## src/rtl/enc8b10b_pkg.sv

```systemverilog
package enc8b10b_pkg;
  timeunit 1ns;
  timeprecision 100ps;

  localparam int SYM_W = 10;
  localparam int BYTE_W = 8;
  localparam logic [SYM_W-1:0] COMMA_NEG = 10'h17C;
  localparam logic [BYTE_W-1:0] COMMA_BYTE = 8'hBC;

  typedef enum logic [1:0] {SEL_DATA, SEL_COMMA, SEL_FILL} lane_sel_e;

  typedef struct packed {
    logic [SYM_W-1:0] code;
    logic             rd;
    logic             bad;
  } enc_res_t;

  // 6-bit sub-block for negative disparity, bit 5 = a .. bit 0 = i
  function automatic logic [5:0] six_base(input logic [4:0] x);
    case (x)
      5'd0:  return 6'b100111;  5'd1:  return 6'b011101;
      5'd2:  return 6'b101101;  5'd3:  return 6'b110001;
      5'd4:  return 6'b110101;  5'd5:  return 6'b101001;
      5'd6:  return 6'b011001;  5'd7:  return 6'b111000;
      5'd8:  return 6'b111001;  5'd9:  return 6'b100101;
      5'd10: return 6'b010101;  5'd11: return 6'b110100;
      5'd12: return 6'b001101;  5'd13: return 6'b101100;
      5'd14: return 6'b011100;  5'd15: return 6'b010111;
      5'd16: return 6'b011011;  5'd17: return 6'b100011;
      5'd18: return 6'b010011;  5'd19: return 6'b110010;
      5'd20: return 6'b001011;  5'd21: return 6'b101010;
      5'd22: return 6'b011010;  5'd23: return 6'b111010;
      5'd24: return 6'b110011;  5'd25: return 6'b100110;
      5'd26: return 6'b010110;  5'd27: return 6'b110110;
      5'd28: return 6'b001110;  5'd29: return 6'b101110;
      5'd30: return 6'b011110;  default: return 6'b101011;
    endcase
  endfunction

  // 4-bit sub-block for negative disparity, bit 3 = f .. bit 0 = j
  function automatic logic [3:0] four_base(input logic [2:0] y);
    case (y)
      3'd0: return 4'b1011;  3'd1: return 4'b1001;
      3'd2: return 4'b0101;  3'd3: return 4'b1100;
      3'd4: return 4'b1101;  3'd5: return 4'b1010;
      3'd6: return 4'b0110;  default: return 4'b1110;
    endcase
  endfunction

  function automatic enc_res_t encode(input logic [7:0] d, input logic k, input logic rd);
    logic [4:0] x;
    logic [2:0] y;
    logic       kok, use_k, rd6, alt;
    logic [5:0] b6, s;
    logic [3:0] b4, f;
    enc_res_t   r;
    x = d[4:0];
    y = d[7:5];
    kok = (x == 5'd28) ||
          (y == 3'd7 && (x == 5'd23 || x == 5'd27 || x == 5'd29 || x == 5'd30));
    use_k = k && kok;
    r.bad = k && !kok;
    b6 = six_base(x);
    if (use_k && x == 5'd28)          s = rd ? 6'b110000 : 6'b001111;
    else if (x == 5'd7)               s = rd ? 6'b000111 : 6'b111000;
    else if (rd && $countones(b6) != 3) s = ~b6;
    else                              s = b6;
    rd6 = rd ^ ($countones(s) != 3);
    alt = (y == 3'd7) &&
          (use_k ||
           (!rd6 && (x == 5'd17 || x == 5'd18 || x == 5'd20)) ||
           (rd6 && (x == 5'd11 || x == 5'd13 || x == 5'd14)));
    b4 = four_base(y);
    if (alt)                               f = rd6 ? 4'b1000 : 4'b0111;
    else if (y == 3'd3)                    f = rd6 ? 4'b0011 : 4'b1100;
    else if (rd6 && $countones(b4) != 2)   f = ~b4;
    else                                   f = b4;
    if (use_k && x == 5'd28 && !rd6 &&
        (y == 3'd1 || y == 3'd2 || y == 3'd5 || y == 3'd6))
      f = ~f;
    r.rd = rd6 ^ ($countones(f) != 2);
    for (int i = 0; i < 6; i++) r.code[i] = s[5-i];
    for (int i = 0; i < 4; i++) r.code[6+i] = f[3-i];
    return r;
  endfunction
endpackage

```

## src/rtl/enc8b10b_lane.sv

```systemverilog
module enc8b10b_lane
  import enc8b10b_pkg::*;
(
  input  logic [BYTE_W-1:0] data_i,
  input  logic              k_i,
  input  logic              rd_i,
  input  lane_sel_e         sel_i,
  output logic [SYM_W-1:0]  code_o,
  output logic              rd_o,
  output logic              bad_o
);
  timeunit 1ns;
  timeprecision 100ps;

  enc_res_t res;

  always_comb begin
    case (sel_i)
      SEL_COMMA: res = encode(COMMA_BYTE, 1'b1, rd_i);
      SEL_FILL: begin
        res.code = COMMA_NEG;
        res.rd   = rd_i;
        res.bad  = 1'b0;
      end
      default:   res = encode(data_i, k_i, rd_i);
    endcase
  end

  assign code_o = res.code;
  assign rd_o   = res.rd;
  assign bad_o  = res.bad;
endmodule

```

## src/rtl/enc8b10b_sync_ctrl.sv

```systemverilog
module enc8b10b_sync_ctrl
  import enc8b10b_pkg::*;
#(
  parameter int NLANE    = 2,
  parameter int SYNC_CNT = 3
) (
  input  logic                  clk,
  input  logic                  rst,
  input  logic                  wide_i,
  input  logic                  in_valid_i,
  output logic                  ready_o,
  output lane_sel_e [NLANE-1:0] sel_o
);
  timeunit 1ns;
  timeprecision 100ps;

  localparam int WIDE_WORDS = (SYNC_CNT + NLANE - 1) / NLANE;
  localparam int PAD        = WIDE_WORDS * NLANE - SYNC_CNT;
  localparam int CW         = $clog2(SYNC_CNT + 1) < 1 ? 1 : $clog2(SYNC_CNT + 1);

  logic [CW-1:0] cnt, need;

  assign need    = wide_i ? CW'(WIDE_WORDS) : CW'(SYNC_CNT);
  assign ready_o = (cnt == need);

  always_ff @(posedge clk or posedge rst) begin
    if (rst)           cnt <= '0;
    else if (!ready_o) cnt <= cnt + CW'(1);
  end

  always_comb begin
    for (int l = 0; l < NLANE; l++) begin
      int slot;
      slot = int'(cnt) * (wide_i ? NLANE : 1) + l;
      if (ready_o)                   sel_o[l] = in_valid_i ? SEL_DATA : SEL_COMMA;
      else if (wide_i && slot < PAD) sel_o[l] = SEL_FILL;
      else                           sel_o[l] = SEL_COMMA;
    end
  end

  // once open, the input stays open until the next reset
  a_r10_ready_holds: assert property (@(posedge clk) disable iff (rst)
    ready_o |=> ready_o);
  // the first clock after release is always part of the preamble
  a_r2_preamble_closed: assert property (@(posedge clk) disable iff (rst)
    $past(rst) |-> !ready_o);
endmodule

```

## src/rtl/enc8b10b_sync.sv

```systemverilog
module enc8b10b_sync
  import enc8b10b_pkg::*;
#(
  parameter int NLANE    = 2,
  parameter int SYNC_CNT = 3
) (
  input  logic                    clk,
  input  logic                    rst,
  input  logic                    wide_i,
  input  logic                    in_valid,
  output logic                    in_ready,
  input  logic [NLANE*BYTE_W-1:0] in_data,
  input  logic [NLANE-1:0]        in_k,
  output logic [NLANE*SYM_W-1:0]  code_o,
  output logic                    rd_o,
  output logic [NLANE-1:0]        bad_o
);
  timeunit 1ns;
  timeprecision 100ps;

  lane_sel_e [NLANE-1:0]         sel;
  logic [NLANE:0]                rd_chain;
  logic [NLANE-1:0][SYM_W-1:0]   lane_code, code_q;
  logic [NLANE-1:0]              lane_bad, bad_q;
  logic                          rd_q, rd_next;

  enc8b10b_sync_ctrl #(.NLANE(NLANE), .SYNC_CNT(SYNC_CNT)) u_ctrl (
    .clk        (clk),
    .rst        (rst),
    .wide_i     (wide_i),
    .in_valid_i (in_valid),
    .ready_o    (in_ready),
    .sel_o      (sel)
  );

  assign rd_chain[0] = rd_q;

  for (genvar g = 0; g < NLANE; g++) begin : g_lane
    enc8b10b_lane u_lane (
      .data_i (in_data[g*BYTE_W +: BYTE_W]),
      .k_i    (in_k[g]),
      .rd_i   (rd_chain[g]),
      .sel_i  (sel[g]),
      .code_o (lane_code[g]),
      .rd_o   (rd_chain[g+1]),
      .bad_o  (lane_bad[g])
    );
  end

  assign rd_next = wide_i ? rd_chain[NLANE] : rd_chain[1];

  always_ff @(posedge clk or posedge rst) begin
    if (rst) begin
      code_q <= {NLANE{COMMA_NEG}};
      bad_q  <= '0;
      rd_q   <= 1'b0;
    end else begin
      for (int g = 0; g < NLANE; g++) begin
        code_q[g] <= (g == 0 || wide_i) ? lane_code[g] : '0;
        bad_q[g]  <= (g == 0 || wide_i) ? lane_bad[g] : 1'b0;
      end
      rd_q <= rd_next;
    end
  end

  assign code_o = code_q;
  assign bad_o  = bad_q;
  assign rd_o   = rd_q;

  // an unbalanced group on lane 0 always moves the disparity (narrow mode)
  a_r5_flip_on_unbalanced: assert property (@(posedge clk) disable iff (rst)
    (!wide_i && !$past(rst) && $countones(code_o[SYM_W-1:0]) != 5) |-> (rd_o != $past(rd_o)));
  // a group heavy in ones only follows negative disparity
  a_r5_heavy_from_negative: assert property (@(posedge clk) disable iff (rst)
    (!wide_i && $countones(code_o[SYM_W-1:0]) == 6) |-> !$past(rd_o));
  // an invalid-control flag needs an accepted flagged character
  a_r8_bad_needs_flag: assert property (@(posedge clk) disable iff (rst)
    bad_o[0] |-> $past(in_valid && in_ready && in_k[0]));
  // upper lanes are quiet in narrow mode
  a_r12_upper_quiet: assert property (@(posedge clk) disable iff (rst)
    (!wide_i && !$past(rst)) |-> (code_o[NLANE*SYM_W-1:SYM_W] == '0 && bad_o[NLANE-1:1] == '0));
endmodule

```

## config.mk

```make
export PLATFORM = sky130hd
export DESIGN_NAME = enc8b10b_sync
export DESIGN_NICKNAME = d
export VERILOG_FILES = /design/src/rtl/enc8b10b_pkg.sv /design/src/rtl/enc8b10b_lane.sv /design/src/rtl/enc8b10b_sync_ctrl.sv /design/src/rtl/enc8b10b_sync.sv
export SDC_FILE = /design/constraint.sdc
export NUM_CORES = 1
export LEC_CHECK = 0
export CAP_MARGIN = 10
export CELL_PAD_IN_SITES_DETAIL_PLACEMENT = 1
export CELL_PAD_IN_SITES_GLOBAL_PLACEMENT = 1
export CORE_MARGIN = 5
export CORE_UTILIZATION = 53
export DETAILED_ROUTE_END_ITERATION = 6
export DONT_BUFFER_PORTS = 1
export GPL_TIMING_DRIVEN = 0
export PLACE_DENSITY_LB_ADDON = 0.1
export REMOVE_ABC_BUFFERS = 1
export SLEW_MARGIN = 25
export SYNTH_ARGS = -nofsm -noshare
export SYNTH_HDL_FRONTEND = slang
export SYNTH_SLANG_ARGS = --single-unit
```

## constraint.sdc

```tcl
create_clock -name clk -period 21.4 [get_ports clk]
set_clock_uncertainty 0.1 [all_clocks]
set_input_delay 1.07 -clock clk [delete_from_list [all_inputs] [get_ports clk]]
set_output_delay 1.07 -clock clk [all_outputs]
set_load 0.005 [all_outputs]
```

==> metrics.md <==
| Metric | Value |
|---|---|
| Status | finished, final reports clean |
| Main synth FF type | dfrtp_1 |
| Rows | 30 |
| Critical path's largest stage delay | between 0.7 and 0.8 ns |
| Min-delay worst type | reg2reg |
| Number of flops mapped to enable cells by yosys | 0 |
| Hold_buf cts | 0 |
| Number of instances in the placed design | around 540 |
| Number of port buffers | 0 |
| Worst hold path cell count | 1 |
| Count of non-filler cells in the finished layout | about 550 |
| Number of buffers added by the clock tree synthesis step | 3 |
| CP max stage cell | nor4bb_2 |
| Async SR Flop Fraction | 1.00 |
| Crit path max fanout | 17 |
| Number of vias after detailed routing | about 3500 |
| Later-pin clock latency in the skew report | 0.28 ns |
| Initial antenna violation count | 0 |
| Setup Viol. Count Final | 0 |
| Resized Gates After CTS | 0 |
| Die ar. | 8970 um2 |
| Yosys synthesis warning count | 0 |
| CTS H-Tree Depth | 1 |
| Number of clock sinks | 25 |
| N_diodes | 0 |
| Hold Path Sink | u_ctrl.cnt[0]$_DFFE_PP0N_ |
| Post-CTS setup buffer count | 0 |
| Total GRT Usage | 0.234 |
| Number of optimization iterations in the first detailed-route pass | 4 |
| Most used cell, CP | ha_1 |
| Peak clock frequency supported by timing | 0.0676 GHz |
| Fill cell instance count of the final layout | 895 |
| Capturing element type of the critical path | register |
| Least-Margin Pin Slew | 0.817 ns |
| Post-route cell area | between 3000 and 4000 um2 |
| Via count of the first global-routing pass | 3565 |
| CP arrival | 14.89 ns |
| Average wire length per cell after detail routing | 18.5 um |
| Synthesized instance count | between 400 and 500 |
| Highest-count cells in the layout ignoring fill and taps | 42 x ha_1, 40 x nor2_1, 35 x a21oi_1, 33 x nand2_1, 32 x inv_1 |
| CTS clk-pin slew, worst paths | 0.11 ns |
| Cell variety after synth | 68 |
| Via-per-instance ratio | around 6.3 |
| Detailed Route WL | 10.1 mm |
| Total cell area at the placement stage | approximately 3800 um2 |
| Leading cell type in the layout, fill and taps excluded | ha_1 |
| Required time of the critical path | ~21 ns |
| Tightest slew margin relative to the limit | 0.441 |
| Kind of launch point of the worst setup path | input pin |
| Area grow syn2layout | 2.01% |
| CTS tree | yes |
| Overall die height | 94.7 um |
| Detailed Route Iter0 Violations | 88 |
| Worst Hold Launch | u_ctrl.cnt[0]$_DFFE_PP0N_ |
| Final critical delay including setup and external delays | 14.80 ns |
| Placer Congestion | approximately 0.84 |
| Start of the worst register-to-register path | rd_o$_DFF_PP0_ |
| Clock Tree Buf Depth | 2 |
| Number of nets in the layout | 529 |
| Core region area | 6910 um2 |
| Effective utilization at floorplan | 0.551 |
| R2r setup slk | 9.45 ns |
| Setup TNS | 0 ns |
| Final routed DRC violation total | 0 |
| ANT nets after route | 0 |
| Proportion of layout cells with a drive suffix above 1 | 0.0796 |
| Max-cap check violation count | 0 |
| Pin count of the biggest net entering global routing | 26 |
| Total of flip-flops plus latches after synthesis | 25 |
| Top Ports | 46 |
| Crit Reg-Reg Endpoint | rd_o$_DFF_PP0_ |
| Mean instance size in the synthesized netlist | 7.97 um2 |
| Combined area of all synthesized cells | 3800 um2 |
| Share of the yosys chip area belonging to registers | 0.168 |
| Setup repair after global routing missed its margin | no |
| Die Wd | 94.7 um |
| Max-slew violation total from the final report | 0 |
| Wire length of the first global-routing pass | 17.2 mm |
| Gr ovfl total | 0 |
| Post-DP HPWL | ~8 mm |
| Setup Crit Path Kind | in2reg |
| Fraction of the cycle the final worst path needs | 0.692 |
| Reg2Reg Depth | 38 |
| Final Hold Viols | 0 |
| Root Driver | clkbuf_8 |
==> logic make-up after synthesis <==
| family | Yosys count | synth area share |
|---|---|---|
| AOI/OAI and AO/OA | 141 | 0.251 |
| xor gates and xnor gates | 18 | 0.0451 |
| adders and majority gates | 55 | 0.204 |
| buffers and inverters | 63 | 0.0632 |
| DFF | 25 | 0.168 |
| muxes | 22 | 0.0625 |
| and+or+nand+nor | 153 | 0.206 |
==> critical path: cells and delay by family <==
| kind | cells | cell delay (ns) |
|---|---|---|
| XOR/XNOR | 5 | 1.32 |
| AND/OR/NAND/NOR | 9 | 2.95 |
| adder cells (fa/ha/maj) | 16 | 5.30 |
| buffers and inverters | 3 | 0.39 |
| multiplexers | 3 | 0.96 |
| AO/OA/AOI/OAI | 10 | 2.88 |
==> sequential cells by signal, summed over array words and instances (netlist names) <==
signal      flops
bad_o           2
rd_o            1
code_o         20
u_ctrl.cnt      2
==> synthesized netlist by cell type (all sizes together), types with 12 or more instances <==
| library cell | count | area share |
|---|---|---|
| xnor2 | 14 | 0.032 |
| o21ai | 27 | 0.036 |
| nor3 | 15 | 0.020 |
| dfrtp | 13 | 0.086 |
| nor2 | 40 | 0.039 |
| fa | 12 | 0.063 |
| inv | 33 | 0.033 |
| mux2i | 17 | 0.045 |
| a21oi | 35 | 0.046 |
| nand3 | 14 | 0.018 |
| dfstp | 12 | 0.083 |
| ha | 42 | 0.14 |
| nand2 | 33 | 0.033 |
| clkbuf | 21 | 0.021 |
==> area by class of cell <==
class | instances | area [um2] | share of cell area
multi-input cells | 389 | 2940 | 0.758
flip-flops and latches | 25 | 641 | 0.165
inverters | 34 | 128 | 0.0329
well taps | 96 | 120 | 0.0310
clock buffers | 3 | 41.3 | 0.0106
clock inverters | 1 | 7.51 | 0.00194
==> per-layer routing <==
metal / GRT usage / part of all wire / vias to the layer above
li1: - / - / 1685
met1: 0.282 / 0.42 / 1701
met2: 0.439 / 0.53 / 58
met3: 0.0327 / 0.037 / 10
met4: 0.0469 / 0.0092 / 0
met5: 0 / 0 / -
==> metrics by stage <==
step | hold slack (ns) | utilization | setup WS, ns
after floorplan | 0.371 | - | 7.82
after global placement | 0.396 | 0.552 | 6.29
after detailed placement | 0.412 | 0.554 | 6.35
after CTS | 0.431 | 0.561 | 6.55
after global routing | 0.462 | 0.562 | 5.70
final | 0.424 | 0.562 | 6.60
==> worst max-delay path by stage <==
stage               startpoint             end  slack (ns)  depth (start not counted)
finish              in_data[1]  rd_o$_DFF_PP0_        6.60                         46
global route        in_data[1]  rd_o$_DFF_PP0_        5.70                         46
CTS                 in_data[0]  rd_o$_DFF_PP0_        6.55                         46
detailed placement  in_data[0]  rd_o$_DFF_PP0_        6.35                         46
global placement    in_data[0]  rd_o$_DFF_PP0_        6.29                         46
floorplan           in_data[1]  rd_o$_DFF_PP0_        7.82                         46
Power is left out: the tool's default activity adds up to more than one toggle a clock period on the data nets, which glitch-free logic cannot reach.
